===== config.mk =====
export PLATFORM = sky130hd
export DESIGN_NAME = txretry_tracker
export DESIGN_NICKNAME = d
export VERILOG_FILES = /design/src/rtl/txr_pkg.sv /design/src/rtl/txr_defer_timer.sv /design/src/rtl/txr_retry_ctl.sv /design/src/rtl/txr_status.sv /design/src/rtl/txretry_tracker.sv
export SDC_FILE = /design/constraint.sdc
export NUM_CORES = 1
export LEC_CHECK = 0
export ABC_AREA = 1
export BUFFER_PORTS_ARGS = -buffer_cell sky130_fd_sc_hd__buf_2
export CAP_MARGIN = 20
export CORE_MARGIN = 5
export CORE_UTILIZATION = 58
export CTS_BUF_LIST = sky130_fd_sc_hd__clkbuf_4 sky130_fd_sc_hd__clkbuf_8
export CTS_CLUSTER_SIZE = 40
export DETAILED_ROUTE_END_ITERATION = 12
export GPL_ROUTABILITY_DRIVEN = 0
export GPL_TIMING_DRIVEN = 0
export MAX_ROUTING_LAYER = met4
export PLACE_DENSITY = 0.81
export RECOVER_POWER = 100
export SLEW_MARGIN = 40
export SYNTH_ARGS = -nofsm -noshare
export SYNTH_HDL_FRONTEND = slang
export SYNTH_HIERARCHICAL = 1
export SYNTH_SLANG_ARGS = --single-unit

===== constraint.sdc =====
create_clock -name clk -period 1.95 [get_ports clk]
set_input_delay 0.2925 -clock clk [delete_from_list [all_inputs] [get_ports clk]]
set_output_delay 0.2925 -clock clk [all_outputs]
set_load 0.05 [all_outputs]

===== src/rtl/txr_pkg.sv =====
// Shared types for the transmit retry tracker.
// Assumes: one frame in flight at a time.
package txr_pkg;

    typedef enum logic [2:0] {
        ST_IDLE,
        ST_WAIT,
        ST_ATT,
        ST_BACK,
        ST_DONE
    } txr_state_e;

    // Final outcome of a frame, valid with the done strobe
    typedef struct packed {
        logic ok;
        logic rtry;
        logic lcol;
        logic lcar;
    } txr_fin_t;

    // Status byte layout, MSB first
    typedef struct packed {
        logic exdef;
        logic defer;
        logic lcar;
        logic lcol;
        logic rtry;
        logic more;
        logic one;
        logic zero;
    } txr_stat_t;

endpackage


===== src/rtl/txr_defer_timer.sv =====
// Deferral monitor: samples the channel state when a frame is accepted and
// counts bit times until the first attempt starts.
// Assumes: accept is a one-cycle strobe; waiting is high only before the
// first attempt of the frame.
module txr_defer_timer #(
    parameter int EXDEF_BITS = 24288
) (
    input  logic clk,
    input  logic rst_n,
    input  logic accept,
    input  logic chan_busy,
    input  logic waiting,
    input  logic bit_tick,
    output logic defer_flag,
    output logic exdef_flag
);
    localparam int DW = $clog2(EXDEF_BITS + 2);
    localparam logic [DW-1:0] LIMIT = DW'(EXDEF_BITS);

    logic [DW-1:0] wait_cnt;

    // Capture channel state and count bit times while waiting
    always_ff @(posedge clk) begin
        if (!rst_n) begin
            wait_cnt   <= '0;
            defer_flag <= 1'b0;
        end else if (accept) begin
            wait_cnt   <= '0;
            defer_flag <= chan_busy;
        end else if (waiting && bit_tick && wait_cnt <= LIMIT) begin
            wait_cnt <= wait_cnt + 1'b1;
        end
    end

    // Limit exceeded once the count passes the threshold
    always_comb exdef_flag = (wait_cnt > LIMIT);

endmodule


===== src/rtl/txr_retry_ctl.sv =====
// Frame sequencer: tracks the attempt state, counts retries and decides
// between retry and abort for each attempt outcome.
// Assumes: outcome pulses arrive only while an attempt is in progress.
module txr_retry_ctl
    import txr_pkg::*;
#(
    parameter int MAX_TRIES = 16,
    parameter int CW = $clog2(MAX_TRIES)
) (
    input  logic          clk,
    input  logic          rst_n,
    input  logic          frame_ready,
    input  logic          att_start,
    input  logic          ok_hit,
    input  logic          coll_hit,
    input  logic          late_hit,
    input  logic          lcar_hit,
    input  logic          no_retry,
    input  logic          stat_rd,
    output logic          accept,
    output logic          waiting,
    output logic          done,
    output txr_fin_t      fin,
    output logic [CW-1:0] cnt,
    output logic          retry_go
);
    localparam logic [CW-1:0] CAP = CW'(MAX_TRIES - 1);

    txr_state_e    st, st_nx;
    logic [CW-1:0] cnt_nx;
    logic          retry_nx;

    // Next-state and outcome decision
    always_comb begin
        st_nx    = st;
        cnt_nx   = cnt;
        retry_nx = 1'b0;
        done     = 1'b0;
        fin      = '0;
        case (st)
            ST_IDLE: if (frame_ready) begin
                st_nx  = ST_WAIT;
                cnt_nx = '0;
            end
            ST_WAIT, ST_BACK: if (att_start) st_nx = ST_ATT;
            ST_ATT: begin
                if (late_hit) begin
                    done     = 1'b1;
                    fin.lcol = 1'b1;
                end else if (lcar_hit) begin
                    done     = 1'b1;
                    fin.lcar = 1'b1;
                end else if (coll_hit) begin
                    if (no_retry || cnt == CAP) begin
                        done     = 1'b1;
                        fin.rtry = 1'b1;
                    end else begin
                        cnt_nx   = cnt + 1'b1;
                        retry_nx = 1'b1;
                        st_nx    = ST_BACK;
                    end
                end else if (ok_hit) begin
                    done   = 1'b1;
                    fin.ok = 1'b1;
                end
                if (done) st_nx = ST_DONE;
            end
            ST_DONE: if (stat_rd) begin
                st_nx  = ST_IDLE;
                cnt_nx = '0;
            end
            default: st_nx = ST_IDLE;
        endcase
    end

    // State, count and retry pulse registers
    always_ff @(posedge clk) begin
        if (!rst_n) begin
            st       <= ST_IDLE;
            cnt      <= '0;
            retry_go <= 1'b0;
        end else begin
            st       <= st_nx;
            cnt      <= cnt_nx;
            retry_go <= retry_nx;
        end
    end

    // Strobes for the neighbour blocks
    always_comb begin
        accept  = (st == ST_IDLE) && frame_ready;
        waiting = (st == ST_WAIT);
    end

endmodule


===== src/rtl/txr_status.sv =====
// Status register: assembles the frame status byte at completion, raises
// the valid level and interrupt pulse, and holds off the data request
// after fatal aborts until the status is read.
// Assumes: done is a one-cycle strobe and cannot coincide with a read.
module txr_status
    import txr_pkg::*;
#(
    parameter int CW = 4
) (
    input  logic          clk,
    input  logic          rst_n,
    input  logic          done,
    input  txr_fin_t      fin,
    input  logic [CW-1:0] cnt,
    input  logic          lcar_force,
    input  logic          defer_flag,
    input  logic          exdef_flag,
    input  logic          stat_rd,
    output txr_stat_t     stat,
    output logic          valid,
    output logic          irq,
    output logic          hold
);
    txr_stat_t fresh;

    // Build the status byte from the outcome
    always_comb begin
        fresh       = '0;
        fresh.exdef = exdef_flag;
        fresh.defer = defer_flag;
        fresh.lcar  = fin.lcar | lcar_force;
        fresh.lcol  = fin.lcol;
        fresh.rtry  = fin.rtry;
        fresh.one   = fin.ok && (cnt == CW'(1));
        fresh.more  = fin.ok && (cnt > CW'(1));
    end

    // Latch on completion, clear on read
    always_ff @(posedge clk) begin
        if (!rst_n) begin
            stat  <= '0;
            valid <= 1'b0;
            irq   <= 1'b0;
            hold  <= 1'b0;
        end else begin
            irq <= done;
            if (done) begin
                stat  <= fresh;
                valid <= 1'b1;
                hold  <= fin.rtry | fin.lcol;
            end else if (stat_rd && valid) begin
                stat  <= '0;
                valid <= 1'b0;
                hold  <= 1'b0;
            end
        end
    end

endmodule


===== src/rtl/txretry_tracker.sv =====
// Top of the transmit retry tracker: qualifies carrier-loss events by the
// port, link and loopback state and connects sequencer, deferral monitor
// and status register.
// Assumes: inputs are synchronous to clk; one outcome pulse per attempt.
module txretry_tracker
    import txr_pkg::*;
#(
    parameter int MAX_TRIES  = 16,
    parameter int EXDEF_BITS = 24288
) (
    input  logic       clk,
    input  logic       rst_n,
    input  logic       frame_ready,
    input  logic       chan_busy,
    input  logic       bit_tick,
    input  logic       att_start,
    input  logic       att_ok,
    input  logic       att_coll,
    input  logic       att_late,
    input  logic       att_lcar,
    input  logic       no_retry,
    input  logic       tp_sel,
    input  logic       tp_link_ok,
    input  logic       loopback,
    input  logic       stat_rd,
    output logic [3:0] retry_cnt,
    output logic [7:0] stat_byte,
    output logic       stat_valid,
    output logic       irq,
    output logic       retry_go,
    output logic       tx_dreq_en
);
    localparam int CW = $clog2(MAX_TRIES);

    logic          lcar_quiet, lcar_force, lcar_hit, ok_hit;
    logic          accept, waiting, done, hold;
    logic          defer_flag, exdef_flag;
    logic [CW-1:0] cnt;
    txr_fin_t      fin;
    txr_stat_t     stat;

    // Carrier-loss qualification by port and link state
    always_comb begin
        lcar_quiet = loopback || (tp_sel && tp_link_ok);
        lcar_force = tp_sel && !tp_link_ok && !loopback;
        lcar_hit   = att_lcar && !lcar_quiet;
        ok_hit     = att_ok || (att_lcar && lcar_quiet);
    end

    txr_retry_ctl #(.MAX_TRIES(MAX_TRIES), .CW(CW)) u_ctl (
        .clk(clk), .rst_n(rst_n), .frame_ready(frame_ready),
        .att_start(att_start), .ok_hit(ok_hit), .coll_hit(att_coll),
        .late_hit(att_late), .lcar_hit(lcar_hit), .no_retry(no_retry),
        .stat_rd(stat_rd), .accept(accept), .waiting(waiting),
        .done(done), .fin(fin), .cnt(cnt), .retry_go(retry_go)
    );

    txr_defer_timer #(.EXDEF_BITS(EXDEF_BITS)) u_defer (
        .clk(clk), .rst_n(rst_n), .accept(accept), .chan_busy(chan_busy),
        .waiting(waiting), .bit_tick(bit_tick),
        .defer_flag(defer_flag), .exdef_flag(exdef_flag)
    );

    txr_status #(.CW(CW)) u_stat (
        .clk(clk), .rst_n(rst_n), .done(done), .fin(fin), .cnt(cnt),
        .lcar_force(lcar_force), .defer_flag(defer_flag),
        .exdef_flag(exdef_flag), .stat_rd(stat_rd), .stat(stat),
        .valid(stat_valid), .irq(irq), .hold(hold)
    );

    // Output mapping
    always_comb begin
        retry_cnt  = 4'(cnt);
        stat_byte  = stat;
        tx_dreq_en = !hold;
    end

endmodule


==> flow_summary_export.csv <==
group,metric,value,unit
timing,grt_setup_unrepaired,"false",
global_routing,grt_pass1_vias,1731,
placement,io_buffer_count,29,
timing,slew_violations,0,
cells_and_area,drive_gt1_share,11.7,%
worst_setup_path,cp.arrival,2.00,ns
worst_setup_path,r2r_cells,13,
cts,cts_root_buf,"clkbuf_4",
power,p_per_area,1010,nW/um^2
worst_setup_path,reg2reg_to,"u_stat/stat[1]",
global_routing,grt_antenna_before_repair,0,
cts,insertion_delay,0.35,ns
drt,first_pass_iters,5,
worst_setup_path,crit_type,"register to register",
logic_synthesis,synthTopCellsByArea,"dfxtp_1 35%, nand2_1 16%, nor2_1 11%",
placement,place_area,2170,sq um
logic_synthesis,yosysTopAreaCellShare,34.6,%
worst_setup_path,crit_fanout,8,
cells_and_area,area_growth_syn_to_layout,14.1,%
power,p_leak,1.04,nW
logic_synthesis,postSynthAreaPerCell,6.17,sq um
floorplan,io_pins,31,
timing,whs,0.163,ns
logic_synthesis,yosysTopAreaCell,"dfxtp_1",
cts,clk_pin_slew,0.12,ns
worst_setup_path,crit_path_max_incr_delay,0.47,ns
cells_and_area,stdcell_area,2240,sq um
worst_setup_path,rr_startpoint,"u_ctl/cnt[0]",
hold_path,min_from,"chan_busy",
floorplan,die_h,68.2,um
timing,fin_skew,0.00586,ns
logic_synthesis,synth_seq_cells,34,
worst_setup_path,start_kind,"register",
power,p_total,2.26,mW
logic_synthesis,synth.most_common_cell,"nand2_1",
drt,antenna_left,0,
hold_path,hold_depth,3,
cts,cts_tree,"done",
logic_synthesis,ys_seq_area_share,34.6,%
global_routing,grt_pass1_wl,7.30,mm
global_routing,grt_use_total,21.3,%
worst_setup_path,cp_cell_sequence,"ha_1 > nand3_1 > nand2_1 > nand2_1 > nand4_1 > nand2_1 > inv_1 > buf_6 > inv_6 > nand2_4 > nor2_1 > nor2_1 > nor2_1",
timing,finalHoldViolations,0,
logic_synthesis,yosysWarnings,6,
worst_setup_path,crit_required,2.20,ns
run,drv_cap,0,
hold_path,min_to,"u_defer/defer_flag",
drt,vias_per_cell,4.87,
logic_synthesis,synth-main-ff-cell,"dfxtp_1",
placement,placed_cells,394,
floorplan,initial_utilization,59.4,%
logic_synthesis,ys_async_sr_fraction,0,%
logic_synthesis,synthTopCellsByCount,"85 x nand2_1, 57 x nor2_1, 45 x inv_1",
cts,h-tree-depth,2,
timing,tns,0,ns
cells_and_area,diodes,0,
cts,cts-buffers-inserted,5,
timing,finalSetupViolations,0,
global_routing,grt_max_degree,13,
floorplan,rows,21,
cts,ctsHoldBuffers,0,
worst_setup_path,r2r_slack,0.20,ns
logic_synthesis,synth_cell_types,28,
drt,vias,1977,
power,ir_drop,0.000600,V
hold_path,min_path_type,"input pin to register",
cells_and_area,stdcell_count,406,
floorplan,dieArea,4660,sq um
timing,slew_headroom,59.5,%
drt,wl_per_cell,10.5,um
logic_synthesis,syn_nets,337,
timing,max_freq,0.572,GHz
timing,finalCritPeriodShare,89.6,%
timing,min_period,1.75,ns
outcome,status,"finished, final reports clean",
logic_synthesis,synth-edff-count,0,
drt,drc_errors,0,
timing,tightest_slew,0.610,ns
logic_synthesis,syn_inst,319,
floorplan,die_w,68.2,um
cts,clock_path_buffers,2,
worst_setup_path,endpoint_kind,"register",
placement,dpl.hpwl,3.20,mm
cts,clkSinkCount,34,
logic_synthesis,syn_area,1970,sq um
worst_setup_path,crit_path_top_delay_cell,"dfxtp_1",
cells_and_area,nets,377,
floorplan,coreArea,3310,sq um
drt,drt_iter0_drc,107,
drt,drt_wl_total,4.28,mm
global_routing,overflow,0,
## placed cells by master (no fill, tap or decap), types with 2 or more instances in the layout
| cell type | instances |
|---|---|
| buf_4 | 5 |
| nor2_1 | 58 |
| inv_2 | 4 |
| buf_2 | 15 |
| ha_1 | 3 |
| clkbuf_1 | 16 |
| nand3b_1 | 3 |
| o21ai_0 | 6 |
| nand2_1 | 85 |
| inv_1 | 45 |
| clkbuf_4 | 5 |
| nor3_1 | 7 |
| a21oi_1 | 21 |
| nand3_1 | 30 |
| buf_6 | 2 |
| clkinvlp_4 | 2 |
| nand4_1 | 4 |
| dfxtp_1 | 34 |
| nand2_2 | 2 |
## cells by family (layout without fill, tap and decap cells)
| family | count (synthesis) | after routing | synth area share, % |
|---|---|---|---|
| buf+inv | 56 | 97 | 12.3 |
| other cells | 1 | 1 | 0.191 |
| fa+ha+maj | 3 | 3 | 1.91 |
| simple gates | 193 | 193 | 41.4 |
| flops | 34 | 34 | 34.6 |
| xor+xnor | 1 | 1 | 0.445 |
| compound gates | 31 | 31 | 9.10 |
## report_power, final
group	switching [mW]	leakage (nW)	internal [mW]
clock	0.269	0.0374	0.269
combinational	0.588	0.726	0.293
sequential	0.0726	0.275	0.766
## metrics by stage
stage	utilization [%]	setup slack, ns
3_5_place_dp	65.5	0.0983
2_1_floorplan	-	0.0473
6_report	67.8	0.203
4_1_cts	68.0	0.0828
3_3_place_gp	65.5	0.101
5_1_grt	67.8	0.000583
## per-layer routing
| metal | share of wire, % | wire length, um | track usage (%) |
|---|---|---|---|
| met3 | 4.7 | 199 | 5.09 |
| met1 | 44 | 1870 | 24.1 |
| met4 | 1.3 | 56 | 6.95 |
| met5 | 0 | 0 | - |
| met2 | 50 | 2150 | 36.8 |
## sequential cells by signal, indices dropped and copies added, names as in the netlist
name,count
u_stat/stat,7
u_ctl/st,3
u_stat/irq,1
u_ctl/cnt,4
u_stat/hold,1
u_defer/wait_cnt,15
u_defer/defer_flag,1
u_ctl/retry_go,1
u_stat/valid,1
## worst max-delay path by stage
stage / end / cells past startpoint / from
final: u_stat/stat[1] / 13 / u_ctl/cnt[0]
after global routing: u_defer/wait_cnt[8] / 12 / u_ctl/st[2]
after CTS: u_defer/wait_cnt[8] / 12 / u_ctl/st[2]
after detailed placement: u_defer/wait_cnt[8] / 12 / u_ctl/st[2]
after global placement: u_defer/wait_cnt[8] / 12 / u_ctl/st[2]
after floorplan: u_stat/stat[1] / 13 / u_ctl/cnt[0]
## critical path: cells and delay by family, from the launching register on
kind          cells  cell delay (ns)
simple gates      9             0.70
flops             1             0.47
fa+ha+maj         1             0.24
buf+inv           3             0.24
## timing repair
item	in CTS	in global routing
setup buffers	0	4
gates resized for setup	0	1
setup endpoints to repair	0	3
## layout make-up
type | instances | area (sq um)
Sequential cell | 34 | 681
Timing Repair Buffer | 33 | 156
Inverter | 50 | 193
Clock buffer | 5 | 37.5
Fill cell | 320 | 1070
Tap cell | 46 | 57.6
Multi-Input combinational cell | 229 | 1030
Clock inverter | 3 | 45.0
Buffer | 6 | 43.8
Power figures use the tool's default switching activity.
